==> src/rtl/mmu_fr_pkg.sv <==
package mmu_fr_pkg;

    localparam int DATA_W = 32;
    localparam int NREG   = 5;

    typedef enum logic [2:0] {
        RS_CTL = 3'd0,
        RS_CTP = 3'd1,
        RS_CTX = 3'd2,
        RS_FSR = 3'd3,
        RS_FAR = 3'd4
    } rsel_e;

    // packed from msb: occupies status bits 17:0
    typedef struct packed {
        logic [7:0] bus;
        logic [1:0] lvl;
        logic [2:0] acc;
        logic [2:0] ftype;
        logic       fav;
        logic       ow;
    } fsr_t;

    typedef struct packed {
        logic pso;
        logic nf;
        logic en;
    } ctl_t;

endpackage

==> src/rtl/mmu_fr_decode.sv <==
module mmu_fr_decode #(
    parameter int ADDR_W = 3,
    parameter int NHIT   = 5
) (
    input  logic [ADDR_W-1:0] addr,
    output logic [NHIT-1:0]   hit
);
    for (genvar g = 0; g < NHIT; g++) begin : g_hit
        assign hit[g] = (addr == ADDR_W'(g));
    end
endmodule

==> src/rtl/mmu_fr_ctl.sv <==
module mmu_fr_ctl
    import mmu_fr_pkg::*;
#(
    parameter int CTX_W = 8
) (
    input  logic              clk,
    input  logic              rst_n,
    input  logic              wr_ctl,
    input  logic              wr_ctp,
    input  logic              wr_ctx,
    input  logic [DATA_W-1:0] wdata,
    output ctl_t              ctl,
    output logic [DATA_W-1:0] ctp,
    output logic [CTX_W-1:0]  ctx
);
    localparam int CTP_W = DATA_W - 2;

    typedef struct packed {
        ctl_t             ctl;
        logic [CTP_W-1:0] ctp_hi;
        logic [CTX_W-1:0] ctx;
    } st_t;

    st_t st_d, st_q;

    always_comb begin
        st_d = st_q;
        if (wr_ctl) begin
            st_d.ctl.en  = wdata[0];
            st_d.ctl.nf  = wdata[1];
            st_d.ctl.pso = wdata[7];
        end
        if (wr_ctp) st_d.ctp_hi = wdata[DATA_W-1:2];
        if (wr_ctx) st_d.ctx    = wdata[CTX_W-1:0];
    end

    always_ff @(posedge clk or negedge rst_n) begin
        if (!rst_n) st_q <= '0;
        else        st_q <= st_d;
    end

    assign ctl = st_q.ctl;
    assign ctp = {st_q.ctp_hi, 2'b00};
    assign ctx = st_q.ctx;
endmodule

==> src/rtl/mmu_fr_fault.sv <==
module mmu_fr_fault
    import mmu_fr_pkg::*;
(
    input  logic              clk,
    input  logic              rst_n,
    input  logic              flt_valid,
    input  logic [2:0]        flt_type,
    input  logic [2:0]        flt_access,
    input  logic [1:0]        flt_level,
    input  logic [7:0]        flt_bus,
    input  logic [DATA_W-1:0] flt_addr,
    input  logic              flt_addr_ok,
    input  logic              rd_clr,
    input  logic              nofault,
    output fsr_t              fsr,
    output logic [DATA_W-1:0] far,
    output logic              trap
);
    typedef struct packed {
        fsr_t              fsr;
        logic              unread;
        logic [DATA_W-1:0] far;
        logic              trap;
    } st_t;

    st_t st_d, st_q;

    always_comb begin
        st_d      = st_q;
        st_d.trap = 1'b0;
        if (rd_clr) begin
            st_d.fsr.ow  = 1'b0;
            st_d.fsr.fav = 1'b0;
            st_d.unread  = 1'b0;
        end
        if (flt_valid) begin
            st_d.fsr.bus   = flt_bus;
            st_d.fsr.lvl   = flt_level;
            st_d.fsr.acc   = flt_access;
            st_d.fsr.ftype = flt_type;
            st_d.fsr.fav   = flt_addr_ok;
            st_d.fsr.ow    = st_q.unread & ~rd_clr;
            st_d.unread    = 1'b1;
            if (flt_addr_ok) st_d.far = flt_addr;
            st_d.trap      = ~nofault;
        end
    end

    always_ff @(posedge clk or negedge rst_n) begin
        if (!rst_n) st_q <= '0;
        else        st_q <= st_d;
    end

    assign fsr  = st_q.fsr;
    assign far  = st_q.far;
    assign trap = st_q.trap;
endmodule

==> src/rtl/mmu_fault_regs.sv <==
module mmu_fault_regs
    import mmu_fr_pkg::*;
#(
    parameter logic [3:0] IMPL_ID = 4'hA,
    parameter logic [3:0] VERS_ID = 4'h3,
    parameter int         CTX_W   = 8,
    parameter int         ADDR_W  = 3
) (
    input  logic              clk,
    input  logic              rst_n,
    input  logic              cpu_sel,
    input  logic              cpu_we,
    input  logic [ADDR_W-1:0] cpu_addr,
    input  logic [DATA_W-1:0] cpu_wdata,
    output logic [DATA_W-1:0] cpu_rdata,
    input  logic              flt_valid,
    input  logic [2:0]        flt_type,
    input  logic [2:0]        flt_access,
    input  logic [1:0]        flt_level,
    input  logic [7:0]        flt_bus,
    input  logic [DATA_W-1:0] flt_addr,
    input  logic              flt_addr_ok,
    output logic              trap_req,
    output logic              mmu_en,
    output logic              store_order,
    output logic [DATA_W-1:0] ctx_table_ptr,
    output logic [CTX_W-1:0]  ctx_id
);
    localparam int FSR_W = $bits(fsr_t);

    logic [NREG-1:0]   hit;
    logic              wr, rd, rd_fsr, nofault;
    ctl_t              ctl;
    fsr_t              fsr;
    logic [DATA_W-1:0] fsr_word, far_word, ctl_word;

    mmu_fr_decode #(.ADDR_W(ADDR_W), .NHIT(NREG)) u_dec (
        .addr(cpu_addr), .hit(hit)
    );

    assign wr     = cpu_sel & cpu_we;
    assign rd     = cpu_sel & ~cpu_we;
    assign rd_fsr = rd & hit[RS_FSR];

    mmu_fr_ctl #(.CTX_W(CTX_W)) u_ctl (
        .clk(clk), .rst_n(rst_n),
        .wr_ctl(wr & hit[RS_CTL]), .wr_ctp(wr & hit[RS_CTP]),
        .wr_ctx(wr & hit[RS_CTX]), .wdata(cpu_wdata),
        .ctl(ctl), .ctp(ctx_table_ptr), .ctx(ctx_id)
    );

    assign nofault = ctl.nf;

    mmu_fr_fault u_flt (
        .clk(clk), .rst_n(rst_n), .flt_valid(flt_valid),
        .flt_type(flt_type), .flt_access(flt_access), .flt_level(flt_level),
        .flt_bus(flt_bus), .flt_addr(flt_addr), .flt_addr_ok(flt_addr_ok),
        .rd_clr(rd_fsr), .nofault(nofault),
        .fsr(fsr), .far(far_word), .trap(trap_req)
    );

    assign fsr_word    = {{(DATA_W-FSR_W){1'b0}}, fsr};
    assign ctl_word    = {IMPL_ID, VERS_ID, 16'h0, ctl.pso, 5'b0, ctl.nf, ctl.en};
    assign mmu_en      = ctl.en;
    assign store_order = ctl.pso;

    always_comb begin
        cpu_rdata = '0;
        if (rd) begin
            unique case (1'b1)
                hit[RS_CTL]: cpu_rdata = ctl_word;
                hit[RS_CTP]: cpu_rdata = ctx_table_ptr;
                hit[RS_CTX]: cpu_rdata = {{(DATA_W-CTX_W){1'b0}}, ctx_id};
                hit[RS_FSR]: cpu_rdata = fsr_word;
                hit[RS_FAR]: cpu_rdata = far_word;
                default:     cpu_rdata = '0;
            endcase
        end
    end
endmodule

==> config.mk <==
export PLATFORM = sky130hd
export DESIGN_NAME = mmu_fault_regs
export DESIGN_NICKNAME = d
export VERILOG_FILES = /design/src/rtl/mmu_fr_pkg.sv /design/src/rtl/mmu_fr_decode.sv /design/src/rtl/mmu_fr_ctl.sv /design/src/rtl/mmu_fr_fault.sv /design/src/rtl/mmu_fault_regs.sv
export SDC_FILE = /design/constraint.sdc
export NUM_CORES = 1
export LEC_CHECK = 0
export BUFFER_PORTS_ARGS = -buffer_cell sky130_fd_sc_hd__buf_2
export CORE_MARGIN = 1
export CORE_UTILIZATION = 54
export CTS_CLUSTER_SIZE = 16
export DETAILED_ROUTE_END_ITERATION = 16
export PLACE_DENSITY = 0.84
export REMOVE_ABC_BUFFERS = 1
export SYNTH_ARGS = -nofsm -noshare
export SYNTH_HDL_FRONTEND = slang
export SYNTH_HIERARCHICAL = 1
export SYNTH_SLANG_ARGS = --single-unit
==> constraint.sdc <==
create_clock -name clk -period 4.1 [get_ports clk]
set_input_delay 0.615 -clock clk [delete_from_list [all_inputs] [get_ports clk]]
set_output_delay 0.615 -clock clk [all_outputs]
set_load 0.005 [all_outputs]
Word level (Yosys, flattened, before mapping)
Cells that the tools add are included.
{ "op_classes": {"n_eq_ne": 4, "shift": 0, "n_mul": 0, "add_sub_neg": 0, "bitwise": 10, "n_reduce_logical": 3, "n_div": 0, "n_lt_le_gt_ge": 0, "n_mux": 5} }
{ "op_table": {"columns": ["cell", "n"], "rows": [
  ["one-hot mux 32 bit (5 select lines)", 1],
  ["two-way mux 32 bit", 2],
  ["two-way mux 36 bit", 1],
  ["AND 1 bit", 7],
  ["equality test 3 x 2 -> 1 bit (second input constant)", 2],
  ["equality test 3 x 1 -> 1 bit (second input constant)", 1],
  ["equality test 3 bit (second input constant)", 1],
  ["zero test 3 bit", 1],
  ["two-way mux 3 bit", 1],
  ["NOT 1 bit", 3],
  ["AND reduction 2 bit", 1],
  ["nonzero test 2 bit", 1]
]} }
{ "word_totals": {"elab_cells": 36, "memories": 0, "latch_bits": 0, "inputBits": 89, "romBits": 0, "reg_bits": 93, "ram_bits": 0, "out_inout_bits": 75} }

Longest topological paths before layout
{ "depth": {"depth_word": 6, "depth_mapped": 6, "mapped_depth_nobuf": 4} }

Cells and area by module
The synthesis kept the hierarchy.
{ "modules_own_cells": {"columns": ["mod", "cells_each", "area_per_inst_um2", "seq_area_each_um2", "instances"], "rows": [
  ["mmu_fr_fault", 163, 2309.7, 1301.2, 1],
  ["mmu_fr_ctl", 89, 1657.8, 1026.0, 1],
  ["mmu_fault_regs", 94, 618.1, 0.0, 1],
  ["mmu_fr_decode", 5, 37.5, 0.0, 1]
]} }

Worst setup path before layout
OpenSTA, ideal clock, no wires.
{ "synth_timing": {"kind": "in2out", "from": "in cpu_addr[1]", "to": "out cpu_rdata[10]", "path_stages": 6, "required_ps": 3485, "arrival_ps": 1776, "path_buffers": 2, "path_slack_ps": 1709, "path_cell_list": "nor3b_1 > buf_2 > or4_4 > o21ai_4 > buf_6 > nor2_1"} }
{ "synth_between": {"elab_chain_len": 3, "word_cells_on_any_way": 7} }
{ "synth_lines": {"columns": ["element", "line", "source"], "rows": [
  ["from (decl)", "mmu_fault_regs.sv:13", "input logic [ADDR_W-1:0] cpu_addr,"],
  ["equality test 3 bit (tied with other cells)", "mmu_fr_decode.sv:9", "assign hit[g] = (addr == ADDR_W'(g));"],
  ["one-hot mux 32 bit (5 select lines) *", "mmu_fault_regs.sv:70", "unique case (1'b1)"],
  ["two-way mux 32 bit *", "mmu_fault_regs.sv:69", "if (rd) begin"],
  ["to (decl)", "mmu_fault_regs.sv:15", "output logic [DATA_W-1:0] cpu_rdata,"]
]} }
Every way passes the cells marked *; elsewhere a longest branch is shown, timed or not.

Worst setup path after layout
{ "layout_timing": {"from": "in cpu_addr[2]", "to": "out cpu_rdata[25]"} }
{ "layout_between": {"elab_chain_len": 3, "word_cells_on_any_way": 7} }
{ "layout_lines": {"columns": ["element", "line", "source"], "rows": [
  ["equality test 3 x 2 -> 1 bit", "mmu_fr_decode.sv:9", null],
  ["via hit[3]", "mmu_fault_regs.sv:31", "logic [NREG-1:0] hit;"],
  ["one-hot mux 32 bit (5 select lines)", "mmu_fault_regs.sv:70", null],
  ["two-way mux 32 bit", "mmu_fault_regs.sv:69", null]
]} }
The timed path passes the listed nets, and every way through them passes these cells.

==> run metrics <==
vias=approximately 3100; Compound-Gate Fraction of Synth Area=8.88%; die area=~9000 sq um; Async S/R FF share, synth=100%; top-level port count=approximately 160; htree depth=3; Tmin final=between 3000 and 4000 ps; fin cells=566; Final period util=about four fifths; Mapped Cells=roughly 350; Synth Area per Inst=roughly 13 sq um; hold crit path type=in -> async; worst vdd ir=around 270 uV; internal reg-to-reg setup slack=around 3300 ps; Cells after DPL=550; hold slack=about 280 ps; post-synthesis simple-gate area fraction=under 10%; nets=between 500 and 600; global-route usage over all layers=approximately a quarter; pre-CTS setup slack=847 ps; post-cts resize count=0; largest family of logic cells by synthesized area=multiplexers; flop and latch count out of synthesis=93; ANT cells=0; worst-margin pin slew=slightly below 900 ps; r2r endpoint=u_flt/far[4]$_DFFE_PN0P_; Worst-Skew Late Latency=340 ps; Root Driver=clkbuf_8; routability cong.=between 0.7 and 0.8; static leakage=between 2 and 3 nW; most frequent cells after synthesis=93 x dfrtp_1, 52 x buf_4, 30 x mux2_2, 30 x mux2_4, 29 x mux2_1; num rows=33; number of post-CTS setup repair buffers=0; detailed-route vias per instance=5.50; WL final=about 10 mm; initial antenna violation count=0; DIE WIDTH=between 90 and 100 um; CTS hold repair buffers=0; Synth Flop Type=dfrtp_1; placed instance area=about 5100 sq um; area of the multi-input gates=between 1500 and 2000 sq um; # fillers=approximately 640; DRC errors left=0; CP max FO=22; Final Hold Vio Count=0; max cap viols=0; Post-Synth Adder-Cell Area=0%; clk buf depth=2; setup tns final=0 ps; Pre-antenna DRT Iters=4; cell with the most instances after synthesis=dfrtp_1; worst r2r src=u_flt/far[4]$_DFFE_PN0P_; Clock Sinks=93; Max-slew headroom=between 40% and 50%; Worst-path clk slew=90 ps; Final ANT Viol Nets=0; synth top area cells=dfrtp_1 50%, mux2_4 9.7%, buf_4 8.4%, mux2_2 7.3%, mux2_1 7.1%; Worst Setup SP=cpu_addr[2]; Max Clock Skew=~1.1 ps; post-synthesis xor/xnor area fraction=0%; Final HPWL DP=approximately 7 mm; Seq/Total Area, Yosys=50.3%; DIE HEIGHT=94.5 um; number of synthesized flops with an enable pin=0; Max Clock Freq=309 MHz; GRT overflow=0; Final Cell Area=5270 sq um; Setup-failing EPs final=0; arrival time at the worst endpoint=around 2600 ps; unrepaired setup endpoints after global routing=false; post-synth top area share=50.3%; DR iter-0 viols=about 140; Critical Path Start Type=input port; Pwr Density=419 nW/um^2; final worst slack=862 ps; Starting Density=between 50% and 60%; fin util=a little under two thirds; Seq. cell area=~2300 sq um; layout cells sized above 1=a little over half; CP Capture Type=output pin; CTS tree=built; Port Buf Inserts=between 150 and 200; crit path to=cpu_rdata[25]; Core Region=between 8000 and 9000 sq um; path depth of the worst reg2reg path=1; post-synthesis mux area share=about 24%; layout overhead on the synthesized area=14.0%; status=completed; first-pass GRT wire length=about 16 mm; synthesized cell area=roughly 4600 sq um; wire per inst=about 18 um; Ys Warns=6; Setup Crit Path Kind=in -> out; Synth cell types=30; Final Power=around 2.2 mW; CP Data Required Time=between 3000 and 4000 ps; Slew Viols, Final=0; CTS Buf Count=9; area leader, netlist=dfrtp_1; largest net degree at the start of global routing=53; vias in the first global route=3146
[cells in the final DEF, fill, tap and decap left out, types with 2 or more instances in the layout]
| cell | instances |
|---|---|
| clkbuf_8 | 11 |
| a21oi_1 | 7 |
| a221oi_1 | 4 |
| a222oi_1 | 13 |
| and3_1 | 2 |
| clkinvlp_4 | 2 |
| dfrtp_1 | 93 |
| inv_6 | 2 |
| buf_4 | 9 |
| nor2_1 | 25 |
| mux2_1 | 29 |
| nor3b_2 | 2 |
| conb_1 | 2 |
| mux2_2 | 30 |
| buf_2 | 160 |
| nor2b_1 | 2 |
| a22oi_1 | 23 |
| mux2_4 | 30 |
[routing by layer]
| layer | vias to the layer above | GRT usage (%) | part of all wire [%] |
|---|---|---|---|
| li1 | 1417 | - | - |
| met1 | 1573 | 30.2 | 43 |
| met4 | 0 | 5.81 | 0.56 |
| met2 | 117 | 40.2 | 50 |
| met3 | 6 | 4.83 | 5.7 |
| met5 | - | 0 | 0 |
[power breakdown]
part | switching [mW] | total [mW] | internal, mW
Combinational | 0.174 | 0.445 | 0.272
Clock | 0.317 | 0.576 | 0.259
Sequential | 0.112 | 1.19 | 1.08
[worst max-delay path, stage by stage]
cell     delay (ps)
buf_2           130
and3b_2         380
or4_4           580
o21ai_4         300
buf_4           370
nor2_1          100
buf_2           140
[final cells by class]
class / instances / area share [%]
Clock buffer: 11 / 2.87
Sequential cell: 93 / 44.2
Tap cell: 105 / 2.49
Timing Repair Buffer: 169 / 16.5
Inverter: 1 / 0.0712
Clock inverter: 5 / 0.783
Multi-Input combinational cell: 182 / 33.1
[how the worst min path moves through the flow]
stage	end	start	depth (start not counted)	slack [ps]
2_1_floorplan	u_ctl/ctl[0]$_DFFE_PN0P_	rst_n	0	320
4_1_cts	u_flt/far[5]$_DFFE_PN0P_	rst_n	1	300
6_report	u_flt/far[5]$_DFFE_PN0P_	rst_n	1	280
3_3_place_gp	u_flt/trap$_DFF_PN0_	u_ctl/ctl[1]$_DFFE_PN0P_	1	430
3_5_place_dp	u_flt/trap$_DFF_PN0_	u_ctl/ctl[1]$_DFFE_PN0P_	1	440
5_1_grt	u_flt/far[5]$_DFFE_PN0P_	rst_n	1	320
[state kept, by name, summed over array words and instances, names as in the netlist]
signal / flops
u_ctl/ctl: 3
u_flt/fsr: 18
u_ctl/ctx: 8
u_flt/trap: 1
u_flt/st_q: 1
u_flt/far: 32
u_ctl/ctp: 30
[cell families (layout without fill, tap and decap cells)]
kind of cell / count (synthesis) / in the layout
flops: 93 / 93
other cells: 1 / 2
simple gates: 39 / 39
buf+inv: 77 / 186
mux: 90 / 90
compound gates: 51 / 51
No activity file was read; power rests on OpenSTA's default activity.
